**src/rtl/pg_pkg.sv**
```systemverilog
// Package: shared constants, mode codes and the LFSR step for the packet generator.
// Assumes a 32-bit register bus and a packet of PKT_BYTES bytes.
package pg_pkg;
    localparam int unsigned BUS_W     = 32;
    localparam int unsigned BYTE_W    = 8;
    localparam int unsigned PKT_BYTES = 128;
    localparam int unsigned IDX_W     = $clog2(PKT_BYTES);
    localparam int unsigned PKT_W     = PKT_BYTES * BYTE_W;

    localparam logic [BUS_W-1:0] A_CTRL = 32'h0000_0000;
    localparam logic [BUS_W-1:0] A_CFG  = 32'h0000_0001;
    localparam logic [BUS_W-1:0] A_ERR  = 32'h0000_0002;
    localparam logic [BUS_W-1:0] A_SEED = 32'h0000_0003;
    localparam logic [BUS_W-1:0] A_USR  = 32'h0000_1000;
    localparam int unsigned      USR_HI = BUS_W - IDX_W;

    localparam logic [31:0] LFSR_MASK = 32'h8020_0003;
    localparam logic [31:0] SEED_ALT  = 32'hA5A5_5A5A;

    typedef enum logic [3:0] {
        MODE_INC  = 4'd0,
        MODE_RND  = 4'd1,
        MODE_FILE = 4'd2,
        MODE_USR  = 4'd3
    } mode_e;

    // True when the mode code names a supported byte source.
    function automatic logic mode_ok(input logic [3:0] m);
        return (m == MODE_INC) || (m == MODE_RND) || (m == MODE_USR);
    endfunction

    // One right-shifting Galois step.
    function automatic logic [31:0] lfsr_next(input logic [31:0] s);
        return s[0] ? ((s >> 1) ^ LFSR_MASK) : (s >> 1);
    endfunction
endpackage

```
**src/rtl/pg_lfsr.sv**
```systemverilog
// Module: seeded pseudo-random byte source.
// Loads on a seed write (a zero seed becomes SEED_ALT) and advances one step
// per byte request. Load has priority over step. Output is the low byte of
// the stepped state, so it is ready in the same cycle as the step.
module pg_lfsr
    import pg_pkg::*;
(
    input  logic              clk,
    input  logic              rst_n,
    input  logic              load,
    input  logic [31:0]       seed,
    input  logic              step,
    output logic [BYTE_W-1:0] rnd_byte
);
    logic [31:0] state_q;
    logic [31:0] stepped;

    // Next state for one step.
    always_comb stepped = lfsr_next(state_q);

    assign rnd_byte = stepped[BYTE_W-1:0];

    // State register: reset, load from the seed, or advance.
    always_ff @(posedge clk) begin
        if (!rst_n)
            state_q <= SEED_ALT;
        else if (load)
            state_q <= (seed == '0) ? SEED_ALT : seed;
        else if (step)
            state_q <= stepped;
    end
endmodule

```
**src/rtl/pg_regfile.sv**
```systemverilog
// Module: register bank, user byte memory and error flags.
// Holds enable, mode, seed and the two sticky error bits, decodes the trigger
// bit, and returns registered read data. The user memory has one read port
// for the bus and one for the engine. Assumes busy comes from the engine.
module pg_regfile
    import pg_pkg::*;
(
    input  logic              clk,
    input  logic              rst_n,
    input  logic [BUS_W-1:0]  addr,
    input  logic [BUS_W-1:0]  wdata,
    input  logic              wr,
    input  logic              rd,
    output logic [BUS_W-1:0]  rdata,
    input  logic              gen_req,
    input  logic              busy,
    output logic              req_any,
    output logic              enable,
    output logic [3:0]        mode,
    output logic              seed_load,
    output logic [31:0]       seed,
    input  logic [IDX_W-1:0]  eng_idx,
    output logic [BYTE_W-1:0] eng_byte,
    output logic [1:0]        err
);
    logic [BYTE_W-1:0] usr_mem [PKT_BYTES];
    logic              hit_usr;
    logic              ctrl_wr;
    logic              trig;
    logic [IDX_W-1:0]  bus_idx;

    // Address decode and write strobes.
    always_comb begin
        hit_usr   = (addr[BUS_W-1:IDX_W] == A_USR[BUS_W-1:IDX_W]);
        bus_idx   = addr[IDX_W-1:0];
        ctrl_wr   = wr && (addr == A_CTRL);
        trig      = ctrl_wr && wdata[1];
        seed_load = wr && (addr == A_SEED);
        req_any   = gen_req || trig;
    end

    assign eng_byte = usr_mem[eng_idx];

    // Control, configuration and seed registers.
    always_ff @(posedge clk) begin
        if (!rst_n) begin
            enable <= 1'b0;
            mode   <= 4'd0;
            seed   <= '0;
        end else if (wr) begin
            if (addr == A_CTRL) enable <= wdata[0];
            if (addr == A_CFG)  mode   <= wdata[3:0];
            if (addr == A_SEED) seed   <= wdata;
        end
    end

    // Sticky error bits: a control write clears them, a refused request sets them.
    always_ff @(posedge clk) begin
        if (!rst_n)
            err <= 2'b00;
        else begin
            logic [1:0] e;
            e = ctrl_wr ? 2'b00 : err;
            if (req_any && !busy) begin
                if (!enable)       e[1] = 1'b1;
                if (!mode_ok(mode)) e[0] = 1'b1;
            end
            err <= e;
        end
    end

    // User memory writes: low byte of the write data only.
    always_ff @(posedge clk) begin
        if (!rst_n) begin
            for (int i = 0; i < PKT_BYTES; i++) usr_mem[i] <= '0;
        end else if (wr && hit_usr) begin
            usr_mem[bus_idx] <= wdata[BYTE_W-1:0];
        end
    end

    // Registered read data, updated on each read strobe.
    always_ff @(posedge clk) begin
        if (!rst_n)
            rdata <= '0;
        else if (rd) begin
            if (hit_usr)             rdata <= BUS_W'(usr_mem[bus_idx]);
            else if (addr == A_CTRL) rdata <= BUS_W'(enable);
            else if (addr == A_CFG)  rdata <= BUS_W'(mode);
            else if (addr == A_ERR)  rdata <= BUS_W'(err);
            else if (addr == A_SEED) rdata <= seed;
            else                     rdata <= '0;
        end
    end
endmodule

```
**src/rtl/pg_engine.sv**
```systemverilog
// Module: packet build engine.
// Accepts a request when enabled, idle and in a supported mode, latches the
// mode, then writes one byte per cycle for PKT_BYTES cycles. Ready drops on
// the accepting edge and rises on the edge that stores the last byte.
module pg_engine
    import pg_pkg::*;
(
    input  logic              clk,
    input  logic              rst_n,
    input  logic              req,
    input  logic              enable,
    input  logic [3:0]        mode,
    input  logic [BYTE_W-1:0] rnd_byte,
    input  logic [BYTE_W-1:0] usr_byte,
    output logic              rnd_step,
    output logic [IDX_W-1:0]  idx,
    output logic              busy,
    output logic              accept,
    output logic              ready,
    output logic [PKT_W-1:0]  pkt_flat
);
    localparam logic [IDX_W-1:0] LAST = IDX_W'(PKT_BYTES - 1);

    logic [3:0]        mode_q;
    logic [BYTE_W-1:0] byte_v;
    logic [BYTE_W-1:0] pkt_q [PKT_BYTES];

    // Acceptance and byte source selection.
    always_comb begin
        accept   = req && !busy && enable && mode_ok(mode);
        rnd_step = busy && (mode_q == MODE_RND);
        case (mode_q)
            MODE_INC: byte_v = BYTE_W'(idx);
            MODE_RND: byte_v = rnd_byte;
            default:  byte_v = usr_byte;
        endcase
    end

    // Sequencer: busy flag, byte index, latched mode and ready flag.
    always_ff @(posedge clk) begin
        if (!rst_n) begin
            busy   <= 1'b0;
            idx    <= '0;
            mode_q <= MODE_INC;
            ready  <= 1'b0;
        end else if (accept) begin
            busy   <= 1'b1;
            idx    <= '0;
            mode_q <= mode;
            ready  <= 1'b0;
        end else if (busy) begin
            idx <= idx + 1'b1;
            if (idx == LAST) begin
                busy  <= 1'b0;
                ready <= 1'b1;
            end
        end
    end

    // Packet byte store.
    always_ff @(posedge clk) begin
        if (!rst_n) begin
            for (int i = 0; i < PKT_BYTES; i++) pkt_q[i] <= '0;
        end else if (busy) begin
            pkt_q[idx] <= byte_v;
        end
    end

    for (genvar g = 0; g < PKT_BYTES; g++) begin : g_flat
        assign pkt_flat[g*BYTE_W +: BYTE_W] = pkt_q[g];
    end
endmodule

```
**src/rtl/pktgen_top.sv**
```systemverilog
// Module: top of the register-configured packet data generator.
// Connects the register bank, the LFSR and the build engine. Assumes one
// clock and a synchronous active-low reset.
module pktgen_top
    import pg_pkg::*;
(
    input  logic                clk,
    input  logic                rst_n,
    input  logic [31:0]         reg_addr,
    input  logic [31:0]         reg_wdata,
    input  logic                reg_wr,
    input  logic                reg_rd,
    output logic [31:0]         reg_rdata,
    input  logic                gen_req,
    output logic [1023:0]       pkt_data,
    output logic                pkt_ready
);
    logic              req_any, enable, seed_load, busy, accept, rnd_step;
    logic [3:0]        mode;
    logic [31:0]       seed;
    logic [1:0]        err;
    logic [IDX_W-1:0]  idx;
    logic [BYTE_W-1:0] usr_byte, rnd_byte;

    pg_regfile u_regs (
        .clk(clk), .rst_n(rst_n), .addr(reg_addr), .wdata(reg_wdata),
        .wr(reg_wr), .rd(reg_rd), .rdata(reg_rdata), .gen_req(gen_req),
        .busy(busy), .req_any(req_any), .enable(enable), .mode(mode),
        .seed_load(seed_load), .seed(seed), .eng_idx(idx),
        .eng_byte(usr_byte), .err(err)
    );

    pg_lfsr u_lfsr (
        .clk(clk), .rst_n(rst_n), .load(seed_load), .seed(seed_load ? reg_wdata : seed),
        .step(rnd_step), .rnd_byte(rnd_byte)
    );

    pg_engine u_eng (
        .clk(clk), .rst_n(rst_n), .req(req_any), .enable(enable), .mode(mode),
        .rnd_byte(rnd_byte), .usr_byte(usr_byte), .rnd_step(rnd_step),
        .idx(idx), .busy(busy), .accept(accept), .ready(pkt_ready),
        .pkt_flat(pkt_data)
    );
endmodule

```
**config.mk**
```make
export PLATFORM = sky130hd
export DESIGN_NAME = pktgen_top
export DESIGN_NICKNAME = d
export VERILOG_FILES = /design/src/rtl/pg_pkg.sv /design/src/rtl/pg_lfsr.sv /design/src/rtl/pg_regfile.sv /design/src/rtl/pg_engine.sv /design/src/rtl/pktgen_top.sv
export SDC_FILE = /design/constraint.sdc
export NUM_CORES = 2
export LEC_CHECK = 0
export BUFFER_PORTS_ARGS = -buffer_cell sky130_fd_sc_hd__buf_2
export CORE_MARGIN = 1.5
export CORE_UTILIZATION = 35
export CTS_CLUSTER_DIAMETER = 40
export DETAILED_ROUTE_END_ITERATION = 8
export HOLD_SLACK_MARGIN = 0.06
export SLEW_MARGIN = 20
export SYNTH_ARGS = -nofsm -noshare
export SYNTH_HDL_FRONTEND = slang
export SYNTH_SLANG_ARGS = --single-unit
```
**constraint.sdc**
```tcl
create_clock -name clk -period 3.3 [get_ports clk]
set_input_delay 0.495 -clock clk [delete_from_list [all_inputs] [get_ports clk]]
set_output_delay 0.495 -clock clk [all_outputs]
set_load 0.02 [all_outputs]
```
==> summary by stage <==
Routing
The number of design rule violations left after detail routing is 0. The DRC violation total after the first TritonRoute iteration is 11990. The iteration count of the initial detailed-routing pass is 8.

In the final routed layout, each cell accounts on average for 32.75 um. The count of nets left with antenna violations once routing finished came out at 0. The number of vias in the routed layout is 76610. The detailed-route wire length is 422100 um. The number of vias per cell is 5.944.

Clock tree
The maximum clock insertion buffer count is 4. The library cell used as clock root buffer is sky130_fd_sc_hd__clkbuf_16. The clock insertion delay at the later pin of the skew report is 0.90 ns. After clock tree synthesis, the clock-pin slew on the worst setup and hold paths is 0.05 ns.

The H-tree was split into 5 levels. The number of sinks on the clock net is 2171. TritonCTS built the clock tree. The TritonCTS buffer count is 327.

Setup path
For the worst setup path, the data required time is 3.89 ns. Of all nets on the critical path, the largest fanout is 8. The category of the most critical setup path is reg2reg. STA classifies the critical path endpoint as a register.

The worst setup path is launched from a register. For the worst setup path, the data arrival time is 4.35 ns.

STA
The timing-limited maximum frequency is 266.2 MHz. Of the available clock period, the critical path in the final layout requires 1.139. After layout, the worst setup slack is -0.4571 ns.

The aggregate negative setup slack is -269.77 ns. The final period demand of the worst path is 3.757 ns. The transition at the pin with the smallest max-transition slack is 1.044 ns. The max-slew violation count came to 0. The final count of hold timing violations is 0. Setup repair after global routing could not meet its margin everywhere. In this run the tightest slew margin relative to its limit is 0.2945.

Clock skew on the completed layout was measured at 0.09061 ns. The number of failing setup endpoints in the final timing report is 1032.

Finish
Fill cells in the final layout number 23810. The share of cells above drive strength 1 is 0.3418. After routing the design area is 123300 sq um. The area overhead of the layout relative to synthesis is 30.80%. At the end of the flow, the number of nets in the layout was 9134.

Power and ir drop
The worst-case IR drop observed on VDD is 0.4446 mV. In this run the static leakage power is 43.66 nW. The power density over cell area is 583.1 nW/um^2.

Global route
The largest net degree at the start of global routing is 116. The total overflow left after global routing is 0. The number of global-route vias before repair was 72380. In the global route stage, overall resource usage came out at 0.2967. The initial antenna violation count is 26.

The global-route wire length before repair is 570100 um.

Place
Input and output buffers added on the ports amount to 1125. After detailed placement, the total cell area comes to 110600 sq um. Routability-driven placement finished with a final weighted congestion of 1.001. Once detailed placement completed, the half-perimeter wirelength came to 300900 um.

Floorplanning
The starting density of the core is 0.3519. The region available for standard cell placement spans 267900 sq um. The placement row count is 190.

Measured along the x axis, the die boundary spans 522.0 um. The area enclosed by the die boundary is 272500 sq um. The die is 522.0 um tall. 1126 I/O pins were placed.

Yosys
In the synthesized netlist the async set-or-reset flop fraction comes to 0. In this run, synthesis inferred 2048 flip-flops with an integrated enable. The most used flip-flop cell after synthesis is sky130_fd_sc_hd__edfxtp_1. In this run the cell area of the synthesized design comes to 94290 sq um.

The synthesized design contains 2171 register bits. The post-synthesis average cell area is 13.16 sq um. The net count after synthesis is 7236. The number of distinct library cells after synthesis is 81. Synthesis handed over a netlist of 7166 instances. For this run, the register share of the synthesized area comes to 0.6784. The total of warnings raised by yosys is 0.

Run status
The checks that failed: setup timing. The flow ran to the end, but the final reports show violations.

Hold path
The classification of the worst-slack hold path is in2reg.

Flow run
Across the run, the number of max-cap violations was 0.
[layout by cell type, fill, tap and decap left out, types with 47 or more instances in the layout]
| master | n |
|---|---|
| sky130_fd_sc_hd__mux2_2 | 81 |
| sky130_fd_sc_hd__buf_4 | 836 |
| sky130_fd_sc_hd__a22o_1 | 47 |
| sky130_fd_sc_hd__nor3_1 | 122 |
| sky130_fd_sc_hd__buf_2 | 1121 |
| sky130_fd_sc_hd__a221oi_1 | 69 |
| sky130_fd_sc_hd__nor2_1 | 2006 |
| sky130_fd_sc_hd__edfxtp_1 | 2048 |
| sky130_fd_sc_hd__buf_12 | 129 |
| sky130_fd_sc_hd__a21oi_1 | 149 |
| sky130_fd_sc_hd__dfxtp_1 | 117 |
| sky130_fd_sc_hd__mux2i_1 | 85 |
| sky130_fd_sc_hd__mux4_2 | 318 |
| sky130_fd_sc_hd__inv_6 | 48 |
| sky130_fd_sc_hd__a22oi_1 | 244 |
| sky130_fd_sc_hd__clkbuf_16 | 340 |
| sky130_fd_sc_hd__o21ai_0 | 179 |
| sky130_fd_sc_hd__nand3_1 | 55 |
| sky130_fd_sc_hd__nand2_1 | 580 |
[cell type report]
cell class,count,area [sq um],share of cell area
Tap cell,3552,4444,0.03604
Sequential cell,2171,63980,0.5188
Clock buffer,354,8389,0.06803
Timing Repair Buffer,2161,15810,0.1282
Antenna cell,9,22.52,0.0001826
Clock inverter,239,2810,0.02279
Inverter,13,48.80,0.0003957
Multi-Input combinational cell,4390,27830,0.2257
[synth_stat cells (all sizes together), types with 16 or more instances]
cell,number,share of area
edfxtp,2048,0.65
nor2,2043,0.082
nand2,593,0.024
clkbuf,364,0.015
mux4,318,0.076
a22oi,245,0.020
buf,228,0.017
o21ai,182,0.0097
a21oi,149,0.0079
nor3,129,0.0068
dfxtp,123,0.026
mux2i,89,0.0094
mux2,81,0.0097
a221oi,70,0.0067
nand3,55,0.0029
a22o,47,0.0044
a31oi,35,0.0023
o211ai,31,0.0025
nor2b,28,0.0019
a221o,27,0.0029
nor4,25,0.0017
nand4,24,0.0016
o22ai,19,0.0013
a211oi,16,0.0016
[layer usage]
layer  GRT usage  routed length, um  up-vias
li1            -                  -    30460
met1      0.3752             147100    38390
met2      0.4575             189000     6416
met3     0.07787              55280     1320
met4      0.1769              30540       26
met5           0                168        -
[sequential cells by signal, summed over array words and instances (netlist names), 2 cells and up, named ones only]
name	count
u_eng.idx	7
u_eng.mode_q	4
u_eng.pkt_q	1024
u_lfsr.state_q	32
u_regs.err	2
u_regs.mode	4
u_regs.rdata	32
u_regs.seed	32
u_regs.usr_mem	1024
[through the flow]
| stage | util | std cells | total power (W) | setup slack, ns | hold slack [ns] |
|---|---|---|---|---|---|
| after floorplan | - | 7166 | 0.03415 | 0.2002 | 0.4157 |
| after global placement | 0.4127 | 12200 | 0.03662 | -0.5717 | 0.4337 |
| after detailed placement | 0.4127 | 12200 | 0.03669 | -0.5811 | 0.4424 |
| after CTS | 0.4582 | 12860 | 0.07188 | -0.3655 | 0.06161 |
| after global routing | 0.4602 | 12880 | 0.07331 | -0.4040 | 0.09266 |
| final | 0.4603 | 12890 | 0.07192 | -0.4571 | 0.08406 |
[worst max-delay path, cell delays in order, from the launching register on]
cell and delay [ns]:
sky130_fd_sc_hd__dfxtp_4 0.36, sky130_fd_sc_hd__buf_12 0.16, sky130_fd_sc_hd__buf_16 0.19, sky130_fd_sc_hd__buf_12 0.14, sky130_fd_sc_hd__mux4_2 0.56, sky130_fd_sc_hd__mux4_2 0.53
sky130_fd_sc_hd__nand3b_1 0.15, sky130_fd_sc_hd__o211ai_1 0.31, sky130_fd_sc_hd__buf_4 0.26, sky130_fd_sc_hd__nand3b_1 0.13, sky130_fd_sc_hd__buf_6 0.16, sky130_fd_sc_hd__clkbuf_16 0.25
sky130_fd_sc_hd__clkbuf_16 0.22, sky130_fd_sc_hd__nor2_2 0.03
[report_power, final]
group | internal, W | switching, W
sequential | 0.0312 | 0.000633
combinational | 0.00147 | 0.00311
clock | 0.0217 | 0.0139
[logic make-up (layout without fill, tap and decap cells)]
logic type / Yosys count / count (layout) / share of synthesized area
other cells: 0 / 9 / 0
simple gates: 2987 / 2987 / 0.1273
buf+inv: 605 / 2767 / 0.03173
flops: 2171 / 2171 / 0.6784
xor+xnor: 10 / 10 / 0.0009288
mux: 488 / 488 / 0.09508
compound gates: 904 / 904 / 0.06650
fa+ha+maj: 1 / 1 / 0.0001327
[worst paths after layout]
path / start / end / slack [ns] / depth (start not counted)
worst max-delay path: register / u_eng.pkt_q[29][4] / -0.46 / 13
worst min-delay path: rst_n / u_lfsr.state_q[3] / 0.08 / 3
worst max register to register: register / u_eng.pkt_q[29][4] / -0.46 / 13
worst min register to register: u_eng.mode_q[2] / u_eng.mode_q[2] / 0.45 / 2
[what timing repair did]
item | CTS | global route
gates resized for setup | 37 | 56
endpoints found under the setup margin | 1026 | 1034
buffers inserted | 25 | 16
hold buffers | 24 | 0
gates cloned | 10 | 9
pin swaps | 5 | 5
hold endpoints to repair | 46 | 0
No activity file was read; power rests on OpenSTA's default activity.
